[src/rtl/wlock_pkg.sv]
package wlock_pkg;
   typedef enum logic [1:0] {
      LS_OPEN  = 2'd0,
      LS_SHUT  = 2'd1,
      LS_ARMED = 2'd2
   } lock_state_e;
endpackage

[src/rtl/wlock_keyseq.sv]
module wlock_keyseq
   import wlock_pkg::*;
#(
   parameter int               DATA_W     = 32,
   parameter logic [DATA_W-1:0] KEY_FIRST  = 32'hC0DE1248,
   parameter logic [DATA_W-1:0] KEY_SECOND = 32'hC0DEFA73
) (
   input  logic              clk,
   input  logic              rst_n,
   input  logic              wr_en,
   input  logic              hit_a,
   input  logic              hit_b,
   input  logic [DATA_W-1:0] wdata,
   output logic              locked,
   output logic              wr_permit
);
   lock_state_e state_q, state_d;

   if (KEY_FIRST == KEY_SECOND) begin : g_key_check
      $error("wlock_keyseq: the two keys must differ");
   end

   always_comb begin
      state_d = state_q;
      if (wr_en) begin
         unique case (state_q)
            LS_OPEN:  if (hit_a || hit_b) state_d = LS_SHUT;
            LS_SHUT:  if (hit_b && wdata == KEY_FIRST) state_d = LS_ARMED;
            LS_ARMED: state_d = (hit_a && wdata == KEY_SECOND) ? LS_OPEN : LS_SHUT;
            default:  state_d = LS_SHUT;
         endcase
      end
   end

   always_ff @(posedge clk) begin
      if (!rst_n) state_q <= LS_OPEN;
      else        state_q <= state_d;
   end

   assign locked    = (state_q != LS_OPEN);
   assign wr_permit = (state_q == LS_OPEN);

   assert_lock_by_a_R2: assert property (@(posedge clk) disable iff (!rst_n)
      (!locked && wr_en && hit_a) |=> locked);
   assert_lock_by_b_R3: assert property (@(posedge clk) disable iff (!rst_n)
      (!locked && wr_en && hit_b) |=> locked);
   assert_unlock_seq_R6: assert property (@(posedge clk) disable iff (!rst_n)
      (state_q == LS_ARMED && wr_en && hit_a && wdata == KEY_SECOND) |=> wr_permit);
   assert_stay_locked_R7: assert property (@(posedge clk) disable iff (!rst_n)
      (locked && !(state_q == LS_ARMED && wr_en && hit_a && wdata == KEY_SECOND))
      |=> locked);
   assert_first_key_only_R8: assert property (@(posedge clk) disable iff (!rst_n)
      (state_q == LS_SHUT && wr_en) |=> (locked && !wr_permit));
   assert_read_no_effect_R9: assert property (@(posedge clk) disable iff (!rst_n)
      (!wr_en) |=> $stable(state_q));
endmodule

[src/rtl/wlock_dout_bank.sv]
module wlock_dout_bank #(
   parameter int DATA_W = 32
) (
   input  logic              clk,
   input  logic              rst_n,
   input  logic              wr_en,
   input  logic              hit,
   input  logic              permit,
   input  logic [DATA_W-1:0] wdata,
   output logic [DATA_W-1:0] q
);
   always_ff @(posedge clk) begin
      if (!rst_n)                     q <= '0;
      else if (wr_en && hit && permit) q <= wdata;
   end

   assert_dout_hold_R5: assert property (@(posedge clk) disable iff (!rst_n)
      (!permit && wr_en && hit) |=> $stable(q));
   assert_dout_take_R5: assert property (@(posedge clk) disable iff (!rst_n)
      (permit && wr_en && hit) |=> (q == $past(wdata)));
endmodule

[src/rtl/wlock_guard.sv]
module wlock_guard
   import wlock_pkg::*;
#(
   parameter int                ADDR_W     = 8,
   parameter int                DATA_W     = 32,
   parameter logic [ADDR_W-1:0] LOCK_A_OFS = 'h00,
   parameter logic [ADDR_W-1:0] LOCK_B_OFS = 'h7C,
   parameter logic [ADDR_W-1:0] DOUT_OFS   = 'h0C,
   parameter logic [DATA_W-1:0] KEY_FIRST  = 32'hC0DE1248,
   parameter logic [DATA_W-1:0] KEY_SECOND = 32'hC0DEFA73,
   parameter bit                RD_REG     = 1'b1
) (
   input  logic              clk,
   input  logic              rst_n,
   input  logic [ADDR_W-1:0] bus_addr,
   input  logic              bus_wr,
   input  logic [DATA_W-1:0] bus_wdata,
   input  logic              bus_rd,
   output logic [DATA_W-1:0] bus_rdata,
   output logic              wr_permit
);
   localparam int STAT_PAD = DATA_W - 1;

   if (LOCK_A_OFS == LOCK_B_OFS || LOCK_A_OFS == DOUT_OFS || LOCK_B_OFS == DOUT_OFS)
   begin : g_ofs_clash
      $error("wlock_guard: register offsets overlap");
   end
   if ((LOCK_A_OFS % 4) != 0 || (LOCK_B_OFS % 4) != 0 || (DOUT_OFS % 4) != 0)
   begin : g_ofs_align
      $error("wlock_guard: offsets must be word aligned");
   end
   if (DATA_W < 2) begin : g_width
      $error("wlock_guard: DATA_W too small");
   end

   logic              hit_a, hit_b, hit_d;
   logic              locked;
   logic [DATA_W-1:0] dout_q;
   logic [DATA_W-1:0] rd_mux;

   assign hit_a = (bus_addr == LOCK_A_OFS);
   assign hit_b = (bus_addr == LOCK_B_OFS);
   assign hit_d = (bus_addr == DOUT_OFS);

   wlock_keyseq #(
      .DATA_W(DATA_W), .KEY_FIRST(KEY_FIRST), .KEY_SECOND(KEY_SECOND)
   ) u_seq (
      .clk(clk), .rst_n(rst_n), .wr_en(bus_wr), .hit_a(hit_a), .hit_b(hit_b),
      .wdata(bus_wdata), .locked(locked), .wr_permit(wr_permit)
   );

   wlock_dout_bank #(.DATA_W(DATA_W)) u_bank (
      .clk(clk), .rst_n(rst_n), .wr_en(bus_wr), .hit(hit_d), .permit(wr_permit),
      .wdata(bus_wdata), .q(dout_q)
   );

   always_comb begin
      rd_mux = '0;
      if (hit_a)      rd_mux = {{STAT_PAD{1'b0}}, locked};
      else if (hit_d) rd_mux = dout_q;
   end

   if (RD_REG) begin : g_rd_reg
      always_ff @(posedge clk) begin
         if (!rst_n) bus_rdata <= '0;
         else        bus_rdata <= bus_rd ? rd_mux : '0;
      end
      assert_stat_read_R4: assert property (@(posedge clk) disable iff (!rst_n)
         (bus_rd && hit_a) |=> (bus_rdata == {{STAT_PAD{1'b0}}, !wr_permit}));
      assert_lockb_zero_R4: assert property (@(posedge clk) disable iff (!rst_n)
         (bus_rd && hit_b) |=> (bus_rdata == '0));
      assert_unmapped_zero_R10: assert property (@(posedge clk) disable iff (!rst_n)
         (bus_rd && !hit_a && !hit_b && !hit_d) |=> (bus_rdata == '0));
   end else begin : g_rd_comb
      assign bus_rdata = bus_rd ? rd_mux : '0;
   end
endmodule

[config.mk]
export PLATFORM = sky130hd
export DESIGN_NAME = wlock_guard
export DESIGN_NICKNAME = d
export VERILOG_FILES = /design/src/rtl/wlock_pkg.sv /design/src/rtl/wlock_keyseq.sv /design/src/rtl/wlock_dout_bank.sv /design/src/rtl/wlock_guard.sv
export SDC_FILE = /design/constraint.sdc
export NUM_CORES = 1
export LEC_CHECK = 0
export BUFFER_PORTS_ARGS = -buffer_cell sky130_fd_sc_hd__buf_4
export CAP_MARGIN = 30
export CORE_MARGIN = 5
export CORE_UTILIZATION = 50
export CTS_CLUSTER_SIZE = 30
export DETAILED_ROUTE_END_ITERATION = 8
export PLACE_DENSITY = 0.76
export SYNTH_ARGS = -nofsm -noshare
export SYNTH_HDL_FRONTEND = slang
export SYNTH_SLANG_ARGS = --single-unit
[constraint.sdc]
create_clock -name clk -period 2.6 [get_ports clk]
set_clock_uncertainty 0.2 [all_clocks]
set_input_delay 0.13 -clock clk [delete_from_list [all_inputs] [get_ports clk]]
set_output_delay 0.13 -clock clk [all_outputs]
set_load 0.05 [all_outputs]
## Word level (Yosys, flattened, before mapping)

Index checks and enable logic that the tools add are counted.

- Bits in registers: 66
- Bits of input ports: 44
- Output and inout bits: 33
- Word-level logic and storage cells: 32

- Eq/ne operators: 8
- Mux-type cells: 6
- Bitwise logic cells: 3
- Reduce and logical (&&, ||, !) cells: 11

Operators with widths:

| kind | count |
|---|---|
| $eq 32x32->1 const B | 2 |
| $eq 8x4->1 const B | 1 |
| $eq 8x7->1 const B | 1 |
| $logic_not 8->1 | 1 |
| $pmux 2 s3 | 1 |
| $logic_and 1x1->1 | 4 |
| $mux 2 | 2 |
| $reduce_or 4->1 | 1 |
| $mux 1 | 3 |
| $not 1->1 | 3 |
| $reduce_and 3->1 | 1 |
| $eq 2x1->1 const B | 1 |
| $eq 2x2->1 const B | 1 |
| $logic_not 2->1 | 1 |
| $ne 2x1->1 const B | 1 |
| $ne 2x2->1 const B | 1 |
| $reduce_and 2->1 | 1 |
| $reduce_bool 2->1 | 1 |
| $logic_or 1x1->1 | 1 |

## Logic depth before layout (Yosys ltp)

Gate-level depths: netlist of the first run.

- Depth after elaboration: 4
- Mapped depth: 6
- Gate-level depth less buffers: 4

## Cells and area by module

Synthesis of the first run repeated with hierarchy kept, for this count alone.

- Cell total of the unflattened synthesis: 290
- Area total of the unflattened synthesis: 2,919.0 um^2

Modules (own cells, without submodules):

| module | times used | cells each | area each (um^2) | sequential area each (um^2) |
|---|---|---|---|---|
| wlock_guard | 1 | 118 | 1,366.3 | 640.6 |
| wlock_dout_bank | 1 | 140 | 1,313.8 | 640.6 |
| wlock_keyseq | 1 | 32 | 239.0 | 40.0 |

## Worst setup path before layout of the first run

Ideal clock, no wire load.

- Kind: reg2reg
- Start point: reg u_seq.state_q[1]
- End point: reg u_bank.q[10]
- Setup time: 0.136 ns
- Arrival time: 1.811 ns
- Data required time: 2.264 ns
- Slack: 0.453 ns
- Stages on the path, launching flop included: 6
- Buffers on the path: 1
- Period minus slack after synthesis: 2.147 ns
- Path through: dfxtp_1 -> nor2_1 -> nand4_1 -> clkbuf_1 -> nand2_1 -> a21oi_2

- Cells in the longest elaborated chain, start to end: 2

Ends and longest elaborated chain:

| element | RTL line | RTL |
|---|---|---|
| start: declaration | wlock_keyseq.sv:17 | `lock_state_e state_q, state_d;` |
| start signal: assignment | wlock_keyseq.sv:37 | `else state_q <= state_d;` |
| $logic_not 2->1 | wlock_keyseq.sv:41 | `assign wr_permit = (state_q == LS_OPEN);` |
| via wr_permit | wlock_guard.sv:20 | `output logic wr_permit` |
| $logic_and 1x1->1 | wlock_dout_bank.sv:14 | `else if (wr_en && hit && permit) q <= wdata;` |
| end signal: assignment | wlock_dout_bank.sv:14 |  |
| end: declaration | wlock_dout_bank.sv:10 | `output logic [DATA_W-1:0] q` |

The timed path passes the listed nets, and every way through them passes these cells.
A chain may end at the register's enable or synchronous reset.

## Final worst setup path of the first run

- Start point: in bus_wdata[24]
- End point: reg u_seq.state_q[1]

- Cells in the longest elaborated chain, start to end: 4

Ends and longest elaborated chain:

| element | RTL line | RTL |
|---|---|---|
| start: declaration | wlock_guard.sv:17 | `input logic [DATA_W-1:0] bus_wdata,` |
| $eq 32x32->1 | wlock_keyseq.sv:28 | `LS_SHUT: if (hit_b && wdata == KEY_FIRST) state_d = LS_ARMED;` |
| $logic_and 1x1->1 | wlock_keyseq.sv:28 |  |
| $ne 2x1->1 (no line) | n/a |  |
| $reduce_and 3->1 (no line) | n/a |  |

Every way passes these cells.

==> flow_summary.ini, run 1 <==
[sta]
hold_viol = 0
slew_headroom = 0.635
hold_slack_ps = 41.6
rsz0062_at_grt = no
worstMarginPinSlew_ps = 543
slew_viol_final = 0
post-route-period-util = 0.935
max_freq_ghz = 0.411
min_period_ps = 2430
tns_ps = 0
finalSetupViolations = 0
fin_ws_ps = 170

[grt]
grt_max_degree = 33
grt_pass1_vias = 2119
grtUsageTotal = 0.201
grt_pass1_wl_um = 9650
antenna_found_initial = 0
overflow = 0

[synthesis]
synth.distinct_cells = 26
synth_edf_count = 0
synth_nets = 290
ys_top_cells_by_count = nand2_1 (67), dfxtp_1 (66), and2_1 (31), a21oi_1 (22), a21oi_2 (11)
syn_area_per_cell_um2 = 9.43
yosys_warnings = 0
synth_ff_type = dfxtp_1
netlist_top_cells_area = dfxtp_1 (57%), nand2_1 (11%), and2_1 (8.4%), a21oi_1 (4.7%), a21oi_2 (4.2%)
syn_area_mm2 = 0.00232
seq_area_frac_synth = 0.569
async_flop_share = 0
synth_cells = 246
yosysTopAreaCellShare = 0.569
synth-seq-cells = 66
synth.most_common_cell = nand2_1
synth.largest_area_cell = dfxtp_1

[power_and_ir_drop]
vdd_drop_max_mv = 0.373
p_per_area_mw_per_mm2 = 558
p_comb_frac = 0.068
leakage_nw = 1.44
seq_power_share = 0.520
intPower_mw = 1.54
switching_share = 0.208
netSwitchingPower_uw = 406
total_power_mw = 1.95
clockPowerShare = 0.412

[final_layout]
fillers = 308
instances_no_fill = 419
drive_above_1_share = 0.292
utilization = 0.791
syn_to_final_growth_pct = 50.4
n_antenna_cell = 0
final_area_mm2 = 0.00349
final_nets = 407

[hold_path]
min_to = u_seq.state_q[0]
worstHoldStart = bus_addr[6]
hold_class = in -> reg
holdPathStages = 5

[drt]
dr.pass1.iters = 4
routed_wl_um = 6120
wl_per_cell_um = 14.6
via_count = 2132
routed_via_density = 5.09
drc = 0
drt_iter0_drc = 155
drtAntennaViolNets = 0

[clocking]
h-tree-depth = 3
cts_buffer_depth = 2
cts_tree = done
root_buffer = clkbuf_8
cts_buffers = 9
clk_pin_slew_ps = 60
cts_num_sinks = 66
insertion_delay_ps = 330

[critical_path]
reg2reg_from = u_seq.state_q[1]
r2r_slack_ps = 340
startpoint = bus_wdata[24]
crit_path_start_kind = primary input
worstPathArrival_ps = 2510
critPathRequiredTime_ps = 2680
setup.worst_path.class = in -> reg
cp_max_fo = 2
endpoint_kind = register
r2r_cells = 6
reg2reg_to = u_bank.q[1]

[die]
std_cell_rows = 24
die_height_um = 78.1
die_area_mm2 = 0.00610
core-area_mm2 = 0.00441
die_w_um = 78.1
num_io_pins = 77
initial_core_util = 0.526

[placement]
pre_cts_ws_ps = 752
dp_hpwl_um = 3880
gp_congestion = 0.828
dp.cells = 366
placed_area_mm2 = 0.00292
portBuffers = 76

[outcome]
outcome = finished clean

[flow_run]
max-cap-violations = 0
## cells in the final DEF (no fill, tap or decap)
master and count:
and4bb_1 1, nand4_1 5, nor4_1 4, and3b_1 1, clkbuf_8 13, and4b_1 4
nor2b_1 1, buf_4 81, nor4b_1 2, and2_1 31, clkinvlp_4 1, clkbuf_1 1
o21ai_0 2, o22ai_1 1, nor2_1 2, nand3_1 4, dlygate4sd3_1 38, a21oi_2 11
nor4bb_1 1, nor4_4 1, inv_1 2, o2111a_1 1, and4_1 2, dfxtp_1 66
or4b_1 1, nand2_1 67, a21oi_1 22, a311o_1 1
## worst max-delay path by stage
stage / to / slack, ps / depth (start not counted)
after floorplan: u_bank.q[10] / 450 / 5
after global placement: bus_rdata[15] / 830 / 5
after detailed placement: bus_rdata[2] / 750 / 5
after CTS: u_seq.state_q[1] / 220 / 7
after global routing: u_seq.state_q[1] / 70 / 7
final: u_seq.state_q[1] / 170 / 7
## kinds of logic after synthesis
group                  after synthesis  share of synthesized area
AO/OA/AOI/OAI                       38                      0.105
buffers and inverters               15                     0.0356
flip-flops                          66                      0.569
AND/OR/NAND/NOR                    127                      0.290
## power by group through the flow
| stage | combinational (mW) | sequential, mW | clock, mW |
|---|---|---|---|
| final | 0.133 | 1.01 | 0.802 |
| after CTS | 0.130 | 1.01 | 0.820 |
| after global placement | 0.0884 | 1.03 | 0 |
| after detailed placement | 0.0888 | 1.03 | 0 |
| after global routing | 0.142 | 1.01 | 0.876 |
| after floorplan | 0.0204 | 1.03 | 0 |
## critical path, stage by stage
cell	delay, ps
dlygate4sd3_1	540
buf_4	140
nor4_1	380
nand4_1	200
nor4_1	360
o2111a_1	210
dlygate4sd3_1	540
## sequential cells by signal, indices dropped and copies added, names as in the netlist
signal and flops:
bus_rdata 32, u_seq.state_q 2, u_bank.q 32
## final cells by class
class	instances	area, um2	share of cell area
clock buffers	14	183	0.0523
clock inverters	1	7.51	0.00215
inverters	2	7.51	0.00215
multi-input cells	165	917	0.263
flip-flops and latches	66	1320	0.379
well taps	52	65.1	0.0186
repair buffers	119	988	0.283
## layer usage
layer,up-vias,part of all wire,track usage
met2,85,0.51,0.340
met5,-,0,0
li1,1053,-,-
met1,976,0.40,0.227
met4,0,0.029,0.105
met3,18,0.067,0.0618
## timing repair
action                                 4_1_cts  5_1_grt
resized for setup                            0        0
buffers inserted                             0        0
hold buffers                                38        0
endpoints found under the hold margin       35        0
(Power assumes the default switching activity.)
==> run 2: changes to the inputs <==
Settings changed: PLACE_DENSITY 0.76 to 0.73, SYNTH_HIERARCHICAL from default to 1.
==> run 2 against run 1 <==
Net effect:
- sequential share of layout area down 4.2 points
- synthesized cell count is 18% higher
- setup slack gained 50 ps
- cell count is 13% higher
- hold slack better by 73 ps
- cell area grew 13%
- maximum frequency is 2.1% higher
- register-to-register slack better by 230 ps
- critical path depth shrank 1
- utilization down 8.6 points
==> flow_summary.ini, run 2 <==
[final_layout]
final_nets = 442
final_common_cell = buf_4
final_area_mm2 = 0.00393
ff_latch_area_mm2 = 0.00132
fillers = 424
instances_no_fill = 472
multiInputGateArea_mm2 = 0.00125
drive_above_1_share = 0.325
largestRegisters = bus_rdata (32), u_bank/q (32), u_seq/state_q (2)
syn_to_final_growth_pct = 34.6
n_antenna_cell = 0
final_cell_mix = buf_4 (83), dfxtp_1 (66), nand2_1 (65)

[synthesis]
synth-seq-cells = 66
syn_area_per_cell_um2 = 10.1
synth.largest_area_cell = dfxtp_1
synth.distinct_cells = 32
synth_ff_type = dfxtp_1
yosys_warnings = 6
synth.most_common_cell = dfxtp_1
synth_nets = 334
synth_cells = 290
async_flop_share = 0
syn_area_mm2 = 0.00292
synth_edf_count = 0
seq_area_frac_synth = 0.453
yosysTopAreaCellShare = 0.453
ys_top_cells_by_count = dfxtp_1 (66), nand2_1 (65), inv_1 (32), mux2i_1 (32), nor4_2 (27)
netlist_top_cells_area = dfxtp_1 (45%), nor4_2 (12%), mux2i_1 (11%), nand2_1 (8.4%), inv_1 (4.1%)

[clocking]
cts-resized-gates = 0
h-tree-depth = 3
root_buffer = clkbuf_8
cts_buffers = 9
insertion_delay_ps = 330
cts_tree = done
cts_buffer_depth = 2
cts_num_sinks = 66
clk_pin_slew_ps = 60
post-cts-setup-buffer-count = 0

[die]
initial_core_util = 0.524
std_cell_rows = 27
die_w_um = 86.4
die_height_um = 86.4
core-area_mm2 = 0.00557
num_io_pins = 77
die_area_mm2 = 0.00747

[sta]
post-route-period-util = 0.916
slew_headroom = 0.589
min_period_ps = 2380
rsz0062_at_grt = no
finalSetupViolations = 0
max_freq_ghz = 0.420
hold_viol = 0
slew_viol_final = 0
worstMarginPinSlew_ps = 616
tns_ps = 0

[critical_path]
reg2reg_from = u_seq/state_q[1]
cpPeakStageDelay_ps = 570
r2r_cells = 4
reg2reg_to = bus_rdata[0]
crit_path_start_kind = primary input
setup.worst_path.class = in -> reg
endpoint_kind = register
cp_max_fo = 2
crit_path_top_delay_cell = dlygate4sd3_1
worstPathArrival_ps = 2460
path_common_cell = dlygate4sd3_1
crit_buf_inv = 4
cp_top_family = buffers and inverters
r2r_slack_ps = 570
crit_chain = dlygate4sd3_1 -> buf_4 -> or4_1 -> dlygate4sd3_1 -> a211oi_1 -> dlygate4sd3_1
critPathRequiredTime_ps = 2680

[outcome]
outcome = finished clean

[drt]
dr.pass1.iters = 4
drc = 0
via_count = 2374
drt_iter0_drc = 146
wl_per_cell_um = 14.0
routed_wl_um = 6610
routed_via_density = 5.03
drtAntennaViolNets = 0

[hold_path]
min_to = bus_rdata[27]
worstHoldStart = bus_addr[1]
holdPathStages = 3
hold_class = in -> reg

[placement]
gp_congestion = 0.777
dp.cells = 423
portBuffers = 76
placed_area_mm2 = 0.00341
dp_hpwl_um = 4370

[power_and_ir_drop]
p_per_area_mw_per_mm2 = 489
leakage_nw = 1.45
vdd_drop_max_mv = 0.246

[grt]
antenna_found_initial = 0
grt_pass1_vias = 2332
overflow = 0
grt_max_degree = 67
grtUsageTotal = 0.189
grt_pass1_wl_um = 11000

[flow_run]
max-cap-violations = 0
[run 2: cells by family after synthesis]
logic type | synth area share
flip-flops | 0.453
multiplexers | 0.110
AND/OR/NAND/NOR | 0.303
AO/OA/AOI/OAI | 0.0163
buffers and inverters | 0.118
[run 2: worst max path at each step]
stage | startpoint | endpoint | slack (ps) | cells past startpoint
2_1_floorplan | bus_addr[1] | u_seq/state_q[0] | 590 | 8
3_3_place_gp | bus_addr[1] | u_seq/state_q[0] | 500 | 7
3_5_place_dp | bus_addr[1] | u_seq/state_q[0] | 470 | 7
4_1_cts | bus_addr[7] | bus_rdata[0] | 230 | 6
5_1_grt | bus_addr[7] | u_seq/state_q[0] | 110 | 8
6_report | bus_addr[7] | bus_rdata[0] | 220 | 6
[run 2: layout make-up]
cell class | instances | area share
Sequential cell | 66 | 0.336
Multi-Input combinational cell | 170 | 0.319
Timing Repair Buffer | 119 | 0.250
Clock buffer | 13 | 0.0404
Inverter | 32 | 0.0306
Tap cell | 72 | 0.0229
[run 2: through the flow]
stage / utilization / hold WS, ps / worst slack (ps) / power, mW
global route: 0.705 / 118 / 108 / 1.99
detailed placement: 0.612 / 204 / 474 / 1.17
finish: 0.705 / 114 / 220 / 1.92
floorplan: - / 68.4 / 594 / 1.11
CTS: 0.705 / 94.9 / 235 / 1.93
global placement: 0.612 / 194 / 503 / 1.17
[run 2: worst min-delay path: stages]
cell and delay (ps):
buf_4 80, or3_4 300, nor4_2 90
[run 2: what timing repair did]
item                                    in CTS  in global routing
hold endpoints to repair                    35                  0
endpoints found under the setup margin       0                  0
hold buffers                                36                  0
[run 2: power by group]
group | internal (mW) | switching [mW]
clock network | 0.383 | 0.347
logic | 0.0939 | 0.0857
registers | 1.01 | 0.000385
[run 2: routing by layer]
layer | wire length (um) | global-route usage
met5 | 0 | 0
met4 | 76 | 0.0892
met3 | 469 | 0.0409
met2 | 3290 | 0.304
met1 | 2770 | 0.239
